--- src/rtl/serdes_align_pkg.sv ---
package serdes_align_pkg;
    localparam int unsigned DEF_WORD_W    = 10;
    localparam int unsigned DEF_COMMA_LEN = 7;
    localparam logic [DEF_COMMA_LEN-1:0] DEF_COMMA_PAT = 7'b0011111;
    localparam int unsigned DEF_LOS_WORDS = 4;

    function automatic int unsigned cnt_width(input int unsigned maxval);
        return (maxval < 2) ? 1 : $clog2(maxval + 1);
    endfunction
endpackage

--- src/rtl/sa_shift_window.sv ---
module sa_shift_window
    import serdes_align_pkg::*;
#(
    parameter int unsigned WORD_W    = DEF_WORD_W,
    parameter int unsigned COMMA_LEN = DEF_COMMA_LEN,
    parameter logic [COMMA_LEN-1:0] COMMA_PAT = DEF_COMMA_PAT
) (
    input  logic              clk,
    input  logic              rst,
    input  logic              ser_i,
    input  logic              arm_i,
    output logic [WORD_W-1:0] win_nxt_o,
    output logic              det_o
);
    typedef struct packed {
        logic [WORD_W-1:0] win;
    } win_state_t;

    win_state_t st_d, st_q;

    always_comb begin
        st_d     = st_q;
        st_d.win = {st_q.win[WORD_W-2:0], ser_i};
    end

    always_ff @(posedge clk) begin
        if (rst) begin
            st_q <= '0;
        end else begin
            st_q <= st_d;
        end
    end

    assign win_nxt_o = st_d.win;
    assign det_o     = arm_i && (st_d.win[COMMA_LEN-1:0] == COMMA_PAT);
endmodule

--- src/rtl/sa_word_framer.sv ---
module sa_word_framer
    import serdes_align_pkg::*;
#(
    parameter int unsigned WORD_W    = DEF_WORD_W,
    parameter int unsigned COMMA_LEN = DEF_COMMA_LEN,
    parameter logic [COMMA_LEN-1:0] COMMA_PAT = DEF_COMMA_PAT
) (
    input  logic              clk,
    input  logic              rst,
    input  logic [WORD_W-1:0] win_nxt_i,
    input  logic              det_i,
    output logic [WORD_W-1:0] word_o,
    output logic              vld_o,
    output logic              comma_o
);
    localparam int unsigned CNT_W = cnt_width(WORD_W);
    localparam logic [CNT_W-1:0] CNT_FULL  = CNT_W'(WORD_W);
    localparam logic [CNT_W-1:0] CNT_COMMA = CNT_W'(COMMA_LEN);

    typedef struct packed {
        logic [CNT_W-1:0]  cnt;
        logic              pend;
        logic [WORD_W-1:0] word;
        logic              vld;
        logic              comma;
    } frm_state_t;

    frm_state_t st_d, st_q;
    logic [CNT_W-1:0] cnt_inc;

    always_comb begin
        st_d       = st_q;
        st_d.vld   = 1'b0;
        st_d.comma = 1'b0;
        cnt_inc    = st_q.cnt + 1'b1;
        if (det_i) begin
            st_d.cnt  = CNT_COMMA;
            st_d.pend = 1'b1;
        end else if (cnt_inc == CNT_FULL) begin
            st_d.cnt   = '0;
            st_d.vld   = 1'b1;
            st_d.word  = win_nxt_i;
            st_d.comma = st_q.pend;
            st_d.pend  = 1'b0;
        end else begin
            st_d.cnt = cnt_inc;
        end
    end

    always_ff @(posedge clk) begin
        if (rst) begin
            st_q <= '0;
        end else begin
            st_q <= st_d;
        end
    end

    assign word_o  = st_q.word;
    assign vld_o   = st_q.vld;
    assign comma_o = st_q.comma;

    AST_CNT_RANGE: assert property (@(posedge clk) disable iff (rst)
        st_q.cnt < CNT_FULL);
    AST_STROBE_GAP: assert property (@(posedge clk) disable iff (rst)
        st_q.vld |=> !st_q.vld);
    AST_COMMA_WORD: assert property (@(posedge clk) disable iff (rst)
        st_q.comma |-> (st_q.vld && st_q.word[WORD_W-1 -: COMMA_LEN] == COMMA_PAT));
    AST_PEND_SOURCE: assert property (@(posedge clk) disable iff (rst)
        (!det_i && !st_q.pend) |=> !st_q.pend);
endmodule

--- src/rtl/sa_activity_monitor.sv ---
module sa_activity_monitor
    import serdes_align_pkg::*;
#(
    parameter int unsigned WORD_W    = DEF_WORD_W,
    parameter int unsigned LOS_WORDS = DEF_LOS_WORDS
) (
    input  logic clk,
    input  logic rst,
    input  logic ser_i,
    output logic los_o
);
    localparam int unsigned LOS_LIMIT = WORD_W * LOS_WORDS;
    localparam int unsigned IDLE_W    = cnt_width(LOS_LIMIT);
    localparam logic [IDLE_W-1:0] IDLE_LAST = IDLE_W'(LOS_LIMIT - 1);

    typedef struct packed {
        logic              prev;
        logic [IDLE_W-1:0] idle;
        logic              los;
    } mon_state_t;

    mon_state_t st_d, st_q;

    always_comb begin
        st_d      = st_q;
        st_d.prev = ser_i;
        if (ser_i != st_q.prev) begin
            st_d.idle = '0;
            st_d.los  = 1'b0;
        end else if (st_q.idle == IDLE_LAST) begin
            st_d.los = 1'b1;
        end else begin
            st_d.idle = st_q.idle + 1'b1;
        end
    end

    always_ff @(posedge clk) begin
        if (rst) begin
            st_q      <= '0;
            st_q.los  <= 1'b1;
        end else begin
            st_q <= st_d;
        end
    end

    assign los_o = st_q.los;

    AST_LOS_CLEAR: assert property (@(posedge clk) disable iff (rst)
        (ser_i != st_q.prev) |=> !los_o);
    AST_LOS_HOLD: assert property (@(posedge clk) disable iff (rst)
        (los_o && ser_i == st_q.prev) |=> los_o);
endmodule

--- src/rtl/serial_word_aligner.sv ---
module serial_word_aligner
    import serdes_align_pkg::*;
#(
    parameter int unsigned WORD_W    = DEF_WORD_W,
    parameter int unsigned COMMA_LEN = DEF_COMMA_LEN,
    parameter logic [COMMA_LEN-1:0] COMMA_PAT = DEF_COMMA_PAT,
    parameter int unsigned LOS_WORDS = DEF_LOS_WORDS
) (
    input  logic              clk,
    input  logic              rst,
    input  logic              ser_i,
    input  logic              comma_en_i,
    input  logic              lock_ref_n_i,
    output logic [WORD_W-1:0] word_o,
    output logic              word_vld_o,
    output logic              comma_o,
    output logic              los_o
);
    logic [WORD_W-1:0] win_nxt;
    logic              det;
    logic              arm;

    assign arm = comma_en_i & lock_ref_n_i;

    sa_shift_window #(
        .WORD_W(WORD_W), .COMMA_LEN(COMMA_LEN), .COMMA_PAT(COMMA_PAT)
    ) u_win (
        .clk(clk), .rst(rst), .ser_i(ser_i), .arm_i(arm),
        .win_nxt_o(win_nxt), .det_o(det)
    );

    sa_word_framer #(
        .WORD_W(WORD_W), .COMMA_LEN(COMMA_LEN), .COMMA_PAT(COMMA_PAT)
    ) u_frm (
        .clk(clk), .rst(rst), .win_nxt_i(win_nxt), .det_i(det),
        .word_o(word_o), .vld_o(word_vld_o), .comma_o(comma_o)
    );

    sa_activity_monitor #(
        .WORD_W(WORD_W), .LOS_WORDS(LOS_WORDS)
    ) u_mon (
        .clk(clk), .rst(rst), .ser_i(ser_i), .los_o(los_o)
    );

    AST_EN_NO_DET: assert property (@(posedge clk) disable iff (rst)
        !comma_en_i |-> !det);
    AST_LOCK_NO_DET: assert property (@(posedge clk) disable iff (rst)
        !lock_ref_n_i |-> !det);
endmodule

--- config.mk ---
export PLATFORM = sky130hd
export DESIGN_NAME = serial_word_aligner
export DESIGN_NICKNAME = d
export VERILOG_FILES = /design/src/rtl/serdes_align_pkg.sv /design/src/rtl/sa_shift_window.sv /design/src/rtl/sa_word_framer.sv /design/src/rtl/sa_activity_monitor.sv /design/src/rtl/serial_word_aligner.sv
export SDC_FILE = /design/constraint.sdc
export NUM_CORES = 1
export LEC_CHECK = 0
export ABC_AREA = 1
export ABC_CLOCK_PERIOD_IN_PS = 1200
export BUFFER_PORTS_ARGS = -buffer_cell sky130_fd_sc_hd__buf_2
export CORE_MARGIN = 2
export CORE_UTILIZATION = 45
export CTS_BUF_LIST = sky130_fd_sc_hd__clkbuf_8
export CTS_CLUSTER_DIAMETER = 120
export DETAILED_ROUTE_END_ITERATION = 12
export GPL_TIMING_DRIVEN = 0
export PLACE_DENSITY_LB_ADDON = 0.08
export SYNTH_ARGS = -nofsm -noshare
export SYNTH_HDL_FRONTEND = slang
export SYNTH_SLANG_ARGS = --single-unit
--- constraint.sdc ---
create_clock -name clk -period 1.2 [get_ports clk]
set_input_delay 0.06 -clock clk [delete_from_list [all_inputs] [get_ports clk]]
set_output_delay 0.06 -clock clk [all_outputs]
set_load 0.005 [all_outputs]
Word level (Yosys, flattened, before mapping)
Cells that the tools add are included.

word-level totals
  bits in registers = 34
  word-level logic and storage cells = 32

operators by class
  add/subtract/negate cells = 2
  eq/ne operators = 4
  multiplexer cells = 5
  bitwise gates (word level) = 3
  reductions and logical operators = 8

operator list
  operator             count
  $mux 13              1
  $eq 7x5->1 const B   1
  $add 6x1->6 const B  1
  $eq 6x6->1 const B   1
  $reduce_or 3->1      2
  $add 4x1->4 const B  1
  $eq 4x4->1 const B   1
  $mux 4               1
  $reduce_bool 2->1    2
  $reduce_or 2->1      2
  $mux 3               1
  $mux 1               2
  $not 1->1            2
  $reduce_and 2->1     1
  $and 1x1->1          1
  $logic_and 1x1->1    1
  $ne 1x1->1           1

Logic depth before layout (Yosys ltp)
  depth in word-level cells = 4
  depth in mapped cells = 10
  gate-level depth less buffers = 9

Modules after synthesis
From an unflattened synthesis, not the netlist that was laid out.

unflattened totals
  cell total of the unflattened synthesis = 192
  area total of the unflattened synthesis = 1526.5 um2

by module, submodules not included
  module               times used  cells each  area an instance (um2)  sequential area each (um2)
  sa_word_framer       1           97          833.3                   340.3
  sa_activity_monitor  1           55          389.1                   160.2
  sa_shift_window      1           38          296.5                   180.2
  serial_word_aligner  1           2           7.5                     0.0

Least setup slack after synthesis
No wires, ideal clock.

  path kind = reg2reg
  start = reg u_frm.st_q[13] (netlist bit)
  end = reg u_frm.st_q[13] (netlist bit)
  setup time = 0.124 ns
  arrival = 1.233 ns
  slack = -0.157 ns
  cell stages (with the launch flop) = 10
  path buffers = 1
  clock period less this slack = 1.357 ns
  cell sequence = dfxtp_1 -> ha_1 -> inv_1 -> nand2_1 -> nand2_2 -> nor2_4 -> nand3_4 -> buf_6 -> nand2_1 -> a21oi_1

on the way
  cells in the longest elaborated chain, start to end = 4

RTL lines
  what                    line                  source
  from (decl)             sa_word_framer.sv:28  frm_state_t st_d, st_q;
  from (signal assigned)  sa_word_framer.sv:54  st_q <= st_d;
  $add 4x1->4 *           sa_word_framer.sv:35  cnt_inc = st_q.cnt + 1'b1;
  $eq 4x4->1              sa_word_framer.sv:39  end else if (cnt_inc == CNT_FULL) begin
  $mux 3 *                sa_word_framer.sv:39
  $mux 4 *                sa_word_framer.sv:36  if (det_i) begin

Mark *: on every way between the ends. The rest lies on a longest branch, timed or not.
A chain may end at the register's enable or synchronous reset.

Worst setup path in the final report
  start = reg u_frm.st_q[13] (netlist bit)
  end = reg u_frm.st_q (netlist bit u_frm.word_o[9])

on the way
  cells in the longest elaborated chain, start to end = 3

RTL lines
  what                        line
  $add 4x1->4                 sa_word_framer.sv:35
  $eq 4x4->1                  sa_word_framer.sv:39
  $reduce_and 2->1 (no line)  -

No other way between the ends.

==> results.py <==
metrics = {
    "outcome": {
        "status": "finished, violations left",
        "violations": "negative setup slack",
    },
    "job": {
        "max-cap-violations": 0,
    },
    "placement": {
        "gp_congestion": 0.798,
        "port_buffers": 17,
        "dp_hpwl_mm": 1.69,
    },
    "setup_path": {
        "critPathLaunchType": "flop",
        "rr_endpoint": "u_frm.word_o[9]",
        "arrival_ns": 1.47,
        "required_ns": 1.38,
        "crit_path_end": "u_frm.word_o[9]",
        "path_cells": "ha_4 > nand2_2 > nand2_2 > nor2_4 > nand3_4 > buf_8 > nor2_1 > nor2_1",
        "r2r_start": "u_frm.st_q[13]",
        "cp.buffers_inverters": 1,
        "cpMaxStageDelayCell": "dfxtp_4",
        "crit_type": "reg2reg",
        "r2r_cells": 8,
        "crit_family": "simple AND/OR/NAND/NOR gates",
        "crit_start": "u_frm.st_q[13]",
        "path_depth": 8,
        "cp_max_fo": 10,
        "endpoint_kind": "flop",
        "reg2reg_setup_slack_ns": -0.09,
        "max_stage_delay_ns": 0.37,
    },
    "clocking": {
        "clock-sinks": 33,
        "ctsHoldBuffers": 0,
        "cts.clk_slew.worst_paths_ns": 0.07,
        "cts_buffers": 5,
        "cts_tree": "yes",
        "clock_latency_ns": 0.28,
        "cts-root-buf": "clkbuf_8",
        "clockBufferDepth": 2,
        "h-tree-depth": 2,
    },
    "synth": {
        "yosysSeqAreaShare_pct": 47.6,
        "synth_edf_count": 0,
        "synth_nets": 190,
        "yosysWarnings": 0,
        "syn_inst": 181,
        "synth-main-ff-cell": "dfxtp_1",
        "synth-seq-cells": 33,
        "synth_cell_types": 21,
        "netlist_area_mm2": 0.00139,
        "syn_avg_cell_area_um2": 7.67,
        "synth-async-reset-ratio_pct": 0,
    },
    "floorplanning": {
        "ios": 18,
        "start_util_pct": 46.3,
        "fp.dieH_um": 59.6,
        "core_area_mm2": 0.00300,
        "fp.dieArea_mm2": 0.00355,
        "fp.dieW_um": 59.6,
        "num_rows": 20,
    },
    "grt": {
        "grt_max_degree": 11,
        "grt_usage_pct": 16.0,
        "first_global_vias": 1012,
        "globalRouteOverflowTotal": 0,
        "grt_pass1_wl_mm": 4.18,
        "antenna_found_initial": 0,
    },
    "pwr": {
        "powerDensity_mw_per_mm2": 1220,
        "ir_worst_vdd_mv": 0.784,
        "p_leak_nw": 0.795,
        "power_mw": 2.06,
    },
    "sta": {
        "finalCriticalPeriod_ns": 1.29,
        "setup_ws_ns": -0.0937,
        "fin_crit_sh_pct": 108,
        "rsz0062_at_grt": "true",
        "tightest_slew_ns": 0.442,
        "skew_ns": 0.00171,
        "slew_headroom_pct": 70.5,
        "finalHoldViolations": 0,
        "slew_violations": 0,
        "fmax_ghz": 0.773,
        "holdWs_ns": 0.0176,
        "setup_viol": 13,
    },
    "cells_and_area": {
        "antenna_cells": 0,
        "final_cell_mix": "dfxtp_1, inv_1, nand2_1, nor2_1, buf_2",
        "area_delta_synth_final_pct": 21.0,
        "mostFrequentLayoutCell": "dfxtp_1",
        "final_nets": 218,
        "drive_gt1_share_pct": 28.6,
    },
    "drt": {
        "vias_per_cell": 4.57,
        "firstDrtPassIters": 4,
        "wl_per_cell_um": 10.2,
        "num_vias": 1111,
        "drc": 0,
        "ant_nets": 0,
        "first_iter_violations": 35,
        "wl_mm": 2.48,
    },
    "min_path": {
        "min_path_type": "in2reg",
    },
}
==> Yosys cell counts, types with 2 or more instances <==
library cell  instances  area (µm²)
nand3_1              13        65.1
ha_1                  4        50.1
xnor2_1               2        17.5
nor2_1               27         101
a21oi_1               6        30.0
o21ai_0               4        20.0
nor3_1                3        15.0
nand4_1               3        18.8
nand2_2               3        18.8
inv_1                31         116
nand2_1              33         124
dfxtp_1              33         661
buf_4                11        82.6
==> routing by layer <==
metal  share of wire, %  routed length (µm)  vias to the layer above  track usage (%)
met1                 47                1170                      490             18.1
met4                1.1                  27                        0             7.62
met5                  0                   0                        -                0
met2                 48                1190                       19             26.8
li1                   -                   -                      598                -
met3                3.7                  91                        4             5.24
==> final cells by class <==
class                      instances  area (µm²)
buffer                            13         101
clock buffer                       5        68.8
clock inverter                     3        13.8
fill                             307        1320
inverter                          32         120
multi-input combinational        103         548
sequential                        33         668
tap                               33        41.3
timing repair buffer              21         119
==> per-stage QoR <==
stage | std cells | setup slack [ns] | utilization [%] | area, µm² | setup TNS [ns]
2_1_floorplan | 181 | -0.0316 | - | 1410 | -0.158
3_3_place_gp | 231 | -0.147 | 51.3 | 1540 | -1.53
3_5_place_dp | 231 | -0.153 | 51.3 | 1540 | -1.63
4_1_cts | 242 | -0.117 | 55.1 | 1660 | -1.26
5_1_grt | 243 | -0.218 | 56.0 | 1680 | -2.62
6_report | 243 | -0.0937 | 56.0 | 1680 | -1.02
==> cell families (layout without fill, tap and decap cells) <==
group	Yosys count	in the layout	share of synthesized area (%)
simple gates	85	85	27.2
xor+xnor	3	3	1.89
fa+ha+maj	4	4	3.60
compound gates	11	11	4.05
flops	33	33	47.6
buf+inv	45	74	15.7
==> worst min-delay path, delay by kind of cell <==
kind / cells / cell delay [ns]
buf+inv: 2 / 0.15
simple gates: 1 / 0.04
==> worst min-delay path by stage <==
stage,depth (start not counted),slack [ns],from,endpoint
floorplan,2,0.18,ser_i,u_win.st_q[0]
CTS,3,0.01,ser_i,u_win.st_q[0]
finish,3,0.02,ser_i,u_win.st_q[0]
global placement,3,0.31,ser_i,u_win.st_q[0]
detailed placement,3,0.31,ser_i,u_win.st_q[0]
global route,3,0.04,ser_i,u_win.st_q[0]
==> timing repair <==
item	4_1_cts	5_1_grt
buffers inserted	3	1
pin swaps	3	0
gates resized for setup	3	6
setup endpoints to repair	13	20
==> registers in the layout, indices dropped and copies added (netlist names) <==
register / flops
u_mon.st_q: 6
u_mon.los_o: 1
u_frm.st_q: 5
u_frm.word_o: 10
u_win.st_q: 9
u_frm.comma_o: 1
u_frm.vld_o: 1
==> power breakdown <==
| part | internal [mW] | switching, mW |
|---|---|---|
| registers | 1.12 | 0.0238 |
| clock network | 0.393 | 0.391 |
| logic | 0.0559 | 0.0750 |
Note: power is estimated with default switching activity, not from simulation.
